===== src/rtl/sbcx_pkg.sv =====
package sbcx_pkg;

    localparam int BYTE_W   = 8;
    localparam int NIB_W    = BYTE_W / 2;
    localparam int GPR_N    = 6;
    localparam int SEL_W    = 3;
    localparam logic [SEL_W-1:0] SEL_MEM = 3'd6;
    localparam logic [SEL_W-1:0] SEL_ACC = 3'd7;

    typedef enum logic [1:0] {K_NONE, K_SBC, K_XOR} op_kind_e;
    typedef enum logic [1:0] {SRC_REG, SRC_MEM, SRC_IMM} src_e;

    typedef struct packed {
        op_kind_e         kind;
        src_e             src;
        logic [SEL_W-1:0] sel;
    } dec_s;

    typedef struct packed {
        logic z;
        logic n;
        logic h;
        logic c;
    } flags_s;

    typedef struct packed {
        logic [BYTE_W-1:0] acc;
        flags_s            fl;
    } res_s;

    function automatic logic [BYTE_W-1:0] pack_flags(flags_s f);
        return {f.z, f.n, f.h, f.c, {(BYTE_W-4){1'b0}}};
    endfunction

    function automatic res_s do_sbc(logic [BYTE_W-1:0] a, logic [BYTE_W-1:0] b, logic cin);
        logic [BYTE_W:0] full;
        logic [NIB_W:0]  low;
        res_s            r;
        full = {1'b0, a} - {1'b0, b} - {{BYTE_W{1'b0}}, cin};
        low  = {1'b0, a[NIB_W-1:0]} - {1'b0, b[NIB_W-1:0]} - {{NIB_W{1'b0}}, cin};
        r.acc  = full[BYTE_W-1:0];
        r.fl.z = (full[BYTE_W-1:0] == '0);
        r.fl.n = 1'b1;
        r.fl.h = low[NIB_W];
        r.fl.c = full[BYTE_W];
        return r;
    endfunction

    function automatic res_s do_xor(logic [BYTE_W-1:0] a, logic [BYTE_W-1:0] b);
        res_s r;
        r.acc  = a ^ b;
        r.fl.z = ((a ^ b) == '0);
        r.fl.n = 1'b0;
        r.fl.h = 1'b0;
        r.fl.c = 1'b0;
        return r;
    endfunction

endpackage


===== src/rtl/sbcx_decode.sv =====
module sbcx_decode
    import sbcx_pkg::*;
(
    input  logic [BYTE_W-1:0] opcode,
    output dec_s              dec
);
    localparam logic [4:0]        GRP_SBC = 5'b10011;
    localparam logic [4:0]        GRP_XOR = 5'b10101;
    localparam logic [BYTE_W-1:0] IMM_SBC = 8'hDE;
    localparam logic [BYTE_W-1:0] IMM_XOR = 8'hEE;

    always_comb begin
        dec.kind = K_NONE;
        dec.src  = SRC_REG;
        dec.sel  = opcode[SEL_W-1:0];
        if (opcode[BYTE_W-1:SEL_W] == GRP_SBC) begin
            dec.kind = K_SBC;
        end else if (opcode[BYTE_W-1:SEL_W] == GRP_XOR) begin
            dec.kind = K_XOR;
        end else if (opcode == IMM_SBC) begin
            dec.kind = K_SBC;
        end else if (opcode == IMM_XOR) begin
            dec.kind = K_XOR;
        end
        if (opcode == IMM_SBC || opcode == IMM_XOR) begin
            dec.src = SRC_IMM;
        end else if (dec.kind != K_NONE && opcode[SEL_W-1:0] == SEL_MEM) begin
            dec.src = SRC_MEM;
        end
    end
endmodule


===== src/rtl/sbcx_exec.sv =====
module sbcx_exec
    import sbcx_pkg::*;
(
    input  op_kind_e          kind,
    input  logic [BYTE_W-1:0] a,
    input  logic [BYTE_W-1:0] b,
    input  logic              cin,
    output res_s              res
);
    always_comb begin
        unique case (kind)
            K_SBC:   res = do_sbc(a, b, cin);
            K_XOR:   res = do_xor(a, b);
            default: res = '0;
        endcase
    end
endmodule


===== src/rtl/sbcx_alu.sv =====
module sbcx_alu
    import sbcx_pkg::*;
#(
    parameter int NUM_GPR = GPR_N
) (
    input  logic                      clk,
    input  logic                      rst,
    input  logic                      op_valid,
    input  logic [BYTE_W-1:0]         op_code,
    input  logic [BYTE_W-1:0]         acc_in,
    input  logic                      cy_in,
    input  logic [NUM_GPR*BYTE_W-1:0] gpr,
    input  logic [BYTE_W-1:0]         opnd_data,
    output logic                      opnd_req,
    output logic                      opnd_imm,
    output logic                      res_valid,
    output logic [BYTE_W-1:0]         res_acc,
    output logic [BYTE_W-1:0]         res_flags
);
    dec_s              dec_now;
    dec_s              dec_q;
    logic              pend_q;
    logic [BYTE_W-1:0] a_q;
    logic              cy_q;
    logic              rv_q;
    res_s              res_q;

    op_kind_e          x_kind;
    logic [BYTE_W-1:0] x_a;
    logic [BYTE_W-1:0] x_b;
    logic              x_cin;
    res_s              x_res;
    logic              accept;

    sbcx_decode u_dec (.opcode(op_code), .dec(dec_now));

    assign accept = op_valid && !pend_q && (dec_now.kind != K_NONE);

    always_comb begin
        if (pend_q) begin
            x_kind = dec_q.kind;
            x_a    = a_q;
            x_cin  = cy_q;
            x_b    = opnd_data;
        end else begin
            x_kind = dec_now.kind;
            x_a    = acc_in;
            x_cin  = cy_in;
            if (dec_now.sel == SEL_ACC) begin
                x_b = acc_in;
            end else if (int'(dec_now.sel) < NUM_GPR) begin
                x_b = gpr[int'(dec_now.sel)*BYTE_W +: BYTE_W];
            end else begin
                x_b = '0;
            end
        end
    end

    sbcx_exec u_exec (.kind(x_kind), .a(x_a), .b(x_b), .cin(x_cin), .res(x_res));

    always_ff @(posedge clk) begin
        if (rst) begin
            pend_q <= 1'b0;
            dec_q  <= '0;
            a_q    <= '0;
            cy_q   <= 1'b0;
            rv_q   <= 1'b0;
            res_q  <= '0;
        end else begin
            rv_q <= 1'b0;
            if (pend_q) begin
                pend_q <= 1'b0;
                rv_q   <= 1'b1;
                res_q  <= x_res;
            end else if (accept) begin
                if (dec_now.src == SRC_REG) begin
                    rv_q  <= 1'b1;
                    res_q <= x_res;
                end else begin
                    pend_q <= 1'b1;
                    dec_q  <= dec_now;
                    a_q    <= acc_in;
                    cy_q   <= cy_in;
                end
            end
        end
    end

    assign opnd_req  = pend_q;
    assign opnd_imm  = pend_q && (dec_q.src == SRC_IMM);
    assign res_valid = rv_q;
    assign res_acc   = res_q.acc;
    assign res_flags = pack_flags(res_q.fl);

    a_r13_reg_form_next_cycle: assert property (@(posedge clk) disable iff (rst)
        (op_valid && !opnd_req && dec_now.kind != K_NONE && dec_now.src == SRC_REG) |=> res_valid);

    a_r9_wait_form_requests: assert property (@(posedge clk) disable iff (rst)
        (op_valid && !opnd_req && dec_now.kind != K_NONE && dec_now.src != SRC_REG)
        |=> (opnd_req && !res_valid));

    a_r8_single_wait_cycle: assert property (@(posedge clk) disable iff (rst)
        opnd_req |=> (!opnd_req && res_valid));

    a_r12_unknown_dropped: assert property (@(posedge clk) disable iff (rst)
        (op_valid && !opnd_req && dec_now.kind == K_NONE) |=> (!res_valid && !opnd_req));

    a_r5_zero_tracks_acc: assert property (@(posedge clk) disable iff (rst)
        res_valid |-> (res_flags[7] == (res_acc == '0)));

    a_r10_low_bits_zero: assert property (@(posedge clk) disable iff (rst)
        res_valid |-> (res_flags[3:0] == 4'h0));

endmodule


===== config.mk =====
export PLATFORM = sky130hd
export DESIGN_NAME = sbcx_alu
export DESIGN_NICKNAME = d
export VERILOG_FILES = /design/src/rtl/sbcx_pkg.sv /design/src/rtl/sbcx_decode.sv /design/src/rtl/sbcx_exec.sv /design/src/rtl/sbcx_alu.sv
export SDC_FILE = /design/constraint.sdc
export NUM_CORES = 1
export LEC_CHECK = 0
export BUFFER_PORTS_ARGS = -buffer_cell sky130_fd_sc_hd__buf_2
export CORE_UTILIZATION = 38
export CTS_BUF_LIST = sky130_fd_sc_hd__clkbuf_8
export CTS_CLUSTER_SIZE = 25
export DETAILED_ROUTE_END_ITERATION = 10
export GPL_TIMING_DRIVEN = 1
export PLACE_DENSITY = 0.67
export SYNTH_ARGS = -nofsm -noshare
export SYNTH_HDL_FRONTEND = slang
export SYNTH_HIERARCHICAL = 1
export SYNTH_SLANG_ARGS = --single-unit
export TNS_END_PERCENT = 1

===== constraint.sdc =====
create_clock -name clk -period 3.35 [get_ports clk]
set_clock_uncertainty 0.15 [all_clocks]
set_input_delay 0.1675 -clock clk [delete_from_list [all_inputs] [get_ports clk]]
set_output_delay 0.1675 -clock clk [all_outputs]
set_load 0.01 [all_outputs]

==> metrics.yaml <==
clock_network:
  clk_pin_slew_ns: 0.09
  h-tree-depth: 1
  cts_tree: "done"
  cts_root_buffer: "clkbuf_8"
  clock_latency_ns: 0.27
  cts_setup_buffers: 0
  cts_made_buffers: 3
  clock_sinks: 27
  clk_path_buf_depth: 2
worst_hold_path:
  hp-class: "in -> reg"
  hold-path-endpoint: "a_q[6]$_SDFFE_PP0P_"
  hold_depth: 3
  min_from: "acc_in[6]"
layout:
  n_antenna_cell: 0
  seqCellArea_um2: 542
  postLayoutCellArea_um2: 3330
  drive_gt1_frac: 0.393
  fin_cells: 487
  fill_cells: 638
  area_growth_pct: 30.5
  multiInputGateArea_um2: 1760
  fin_nets: 505
setup_path:
  r2r_end: "res_flags[7]$_SDFFE_PP0P_"
  worst-path-buf-inv: 2
  crit_arrival_ns: 3.21
  start_kind: "register"
  r2r_start: "opnd_req$_SDFF_PP0_"
  reg2regPathDepth: 12
  crit_type: "reg -> reg"
  cpPeakStageDelay_ns: 0.46
  crit_path_top_delay_cell: "fa_2"
  crit_chain: "buf_4 -> mux2_2 -> inv_1 -> fa_2 -> ha_1 -> o21ai_0 -> nand2_1 -> xnor2_1 -> nand4_1 -> o21ai_1 -> mux2i_1 -> nor2_1"
  path_max_fanout: 11
  crit_path_end_kind: "register"
  worstPathRequired_ns: 3.41
  critPathTopFamily: "adder cells"
  r2r_slack_ns: 0.19
routing:
  drc: 29
  wl_per_cell_um: 14.0
  viasPerCell: 5.14
  dr.first_iter.drc_count: 83
  drtAntennaViolNets: 0
  totalWireLength_um: 6800
  first_pass_iters: 7
  vias: 2505
power_and_ir_drop:
  power_density_nw_per_um2: 283
  internal-power_uw: 625
  p_switching_uw: 317
  switching_share: 0.337
  power_uw: 943
  pwr-share-seq: 0.341
  ir_drop_v: 0.000190
  leakage_uw: 0.00171
  comb_power_share: 0.465
  p_clk_frac: 0.194
place:
  globalplace.congestion: 0.841
  io_buffers: 90
  post-place-cells: 482
  placed_area_um2: 3270
  dp_hpwl_um: 5650
logic_synthesis:
  yosysMostFrequentCell: "mux2i_1"
  ys_warn_count: 6
  synthArstFlopShare: 0
  synth.area.top_cells: "dfxtp_1 (21%), mux2i_1 (16%), mux2_2 (7.9%)"
  ys_types: 53
  synth_top_cell_by_area: "dfxtp_1"
  seq_area_frac_synth: 0.212
  syn_inst: 300
  synth.avg_cell_area_um2: 8.50
  synth_area_um2: 2550
  synth.top_cell.area_share: 0.212
  synthFlopType: "dfxtp_1"
  synth_common_cells: "mux2i_1 (40), inv_1 (35), nor2_1 (35)"
  ys_ff_latch: 27
  synth_edf_count: 0
status:
  status: "finished with violations"
  violations: "design-rule violations"
sta:
  final_hold_viol_count: 0
  fmax_mhz: 317
  setup_tns_ns: 0
  min_period_ns: 3.16
  final-setup-viol-count: 0
  rsz0062_at_grt: "yes"
  slew_viol_final: 0
  hold_slack_ns: 0.0227
  finalCritPeriodShare: 0.942
global_route:
  antenna_found_initial: 0
  grt_pass1_wl_um: 11100
  grt.overflow.total: 0
  grtUsageTotal: 0.190
  grt_max_degree: 28
  grt_pass1_vias: 2465
die:
  fp.dieW_um: 83.9
  initial_core_util: 0.397
  die_h_um: 83.9
  row_count: 29
  die_area_um2: 7050
  coreArea_um2: 6420
  io-pin-count: 95
job:
  cap_violations: 0
## registers in the layout, summed over array words and instances (netlist names)
name / count
a_q: 8
res_acc: 8
dec_q: 4
res_flags: 4
cy_q: 1
opnd_req: 1
res_valid: 1
## logic make-up (layout without fill, tap and decap cells)
group                    count (synthesis)  count (layout)  synth area share
AND/OR/NAND/NOR                         65              65             0.129
AO/OA/AOI/OAI                           60              60             0.172
flip-flops                              27              27             0.212
adder cells (fa/ha/maj)                 18              18            0.0942
multiplexers                            60              60             0.247
XOR/XNOR                                10              10            0.0343
buffers and inverters                   59             166             0.111
other                                    1               4           0.00147
## metal layers
metal,global-route usage,share of wire
met5,0,0
met4,0.0188,0.0059
met3,0.0237,0.065
met2,0.354,0.46
met1,0.239,0.47
## stage by stage
step,setup WS (ns),util
6_report,0.194,0.518
4_1_cts,0.0672,0.518
3_5_place_dp,-0.140,0.509
3_3_place_gp,-0.0533,0.509
5_1_grt,-0.0252,0.518
2_1_floorplan,0.0116,-
## how the worst max path moves through the flow
stage / startpoint / end / depth (start not counted)
finish: opnd_req$_SDFF_PP0_ / res_flags[7]$_SDFFE_PP0P_ / 12
floorplan: op_code[2] / res_flags[4]$_SDFFE_PP0P_ / 16
detailed placement: op_code[2] / res_flags[4]$_SDFFE_PP0P_ / 15
CTS: opnd_req$_SDFF_PP0_ / res_flags[4]$_SDFFE_PP0P_ / 13
global route: op_code[2] / res_flags[4]$_SDFFE_PP0P_ / 15
global placement: op_code[2] / res_flags[4]$_SDFFE_PP0P_ / 15
## worst register-to-register path, stage by stage (launching register included)
cell     delay, ns
dfxtp_2       0.44
buf_4         0.22
mux2_2        0.35
inv_1         0.09
fa_2          0.46
ha_1          0.19
o21ai_0       0.31
nand2_1       0.12
xnor2_1       0.29
nand4_1       0.14
o21ai_1       0.17
mux2i_1       0.08
nor2_1        0.09
## area by class of cell
cell class | instances | share of cell area
multi-input combinational | 217 | 0.527
timing repair buffer | 127 | 0.228
sequential | 27 | 0.163
inverter | 35 | 0.0395
tap | 77 | 0.0289
clock buffer | 3 | 0.0124
clock inverter | 1 | 0.00113
## cells in the final DEF, fill, tap and decap left out, drive strengths merged, types with 2 or more instances in the layout
cell and instances:
nor3 4, xnor2 5, xor2 5, conb 4, nor2b 3, nand2 4
nand2b 3, a21boi 2, a21oi 14, a221oi 2, a2111oi 3, a22o 8
inv 36, clkbuf 4, mux2i 40, a211oi 8, nand4 2, a21o 2
ha 16, a22oi 2, fa 2, nor4 3, o21ai 3, nor2 35
buf 125, o22ai 12, dfxtp 27, mux2 20, nand3b 3, nand3 2
## power groups by stage
stage | Sequential [uW] | Combinational (uW) | Clock [uW]
final | 321 | 439 | 183
after global routing | 321 | 479 | 207
after CTS | 321 | 436 | 192
after detailed placement | 329 | 431 | 0
after global placement | 329 | 424 | 0
after floorplan | 329 | 269 | 0
## repair_timing
item / 4_1_cts / 5_1_grt
gates resized for setup: 0 / 3
hold buffers: 1 / 0
setup endpoints to repair: 0 / 4
hold endpoints to repair: 1 / 0
Note: power is estimated with default switching activity, not from simulation.
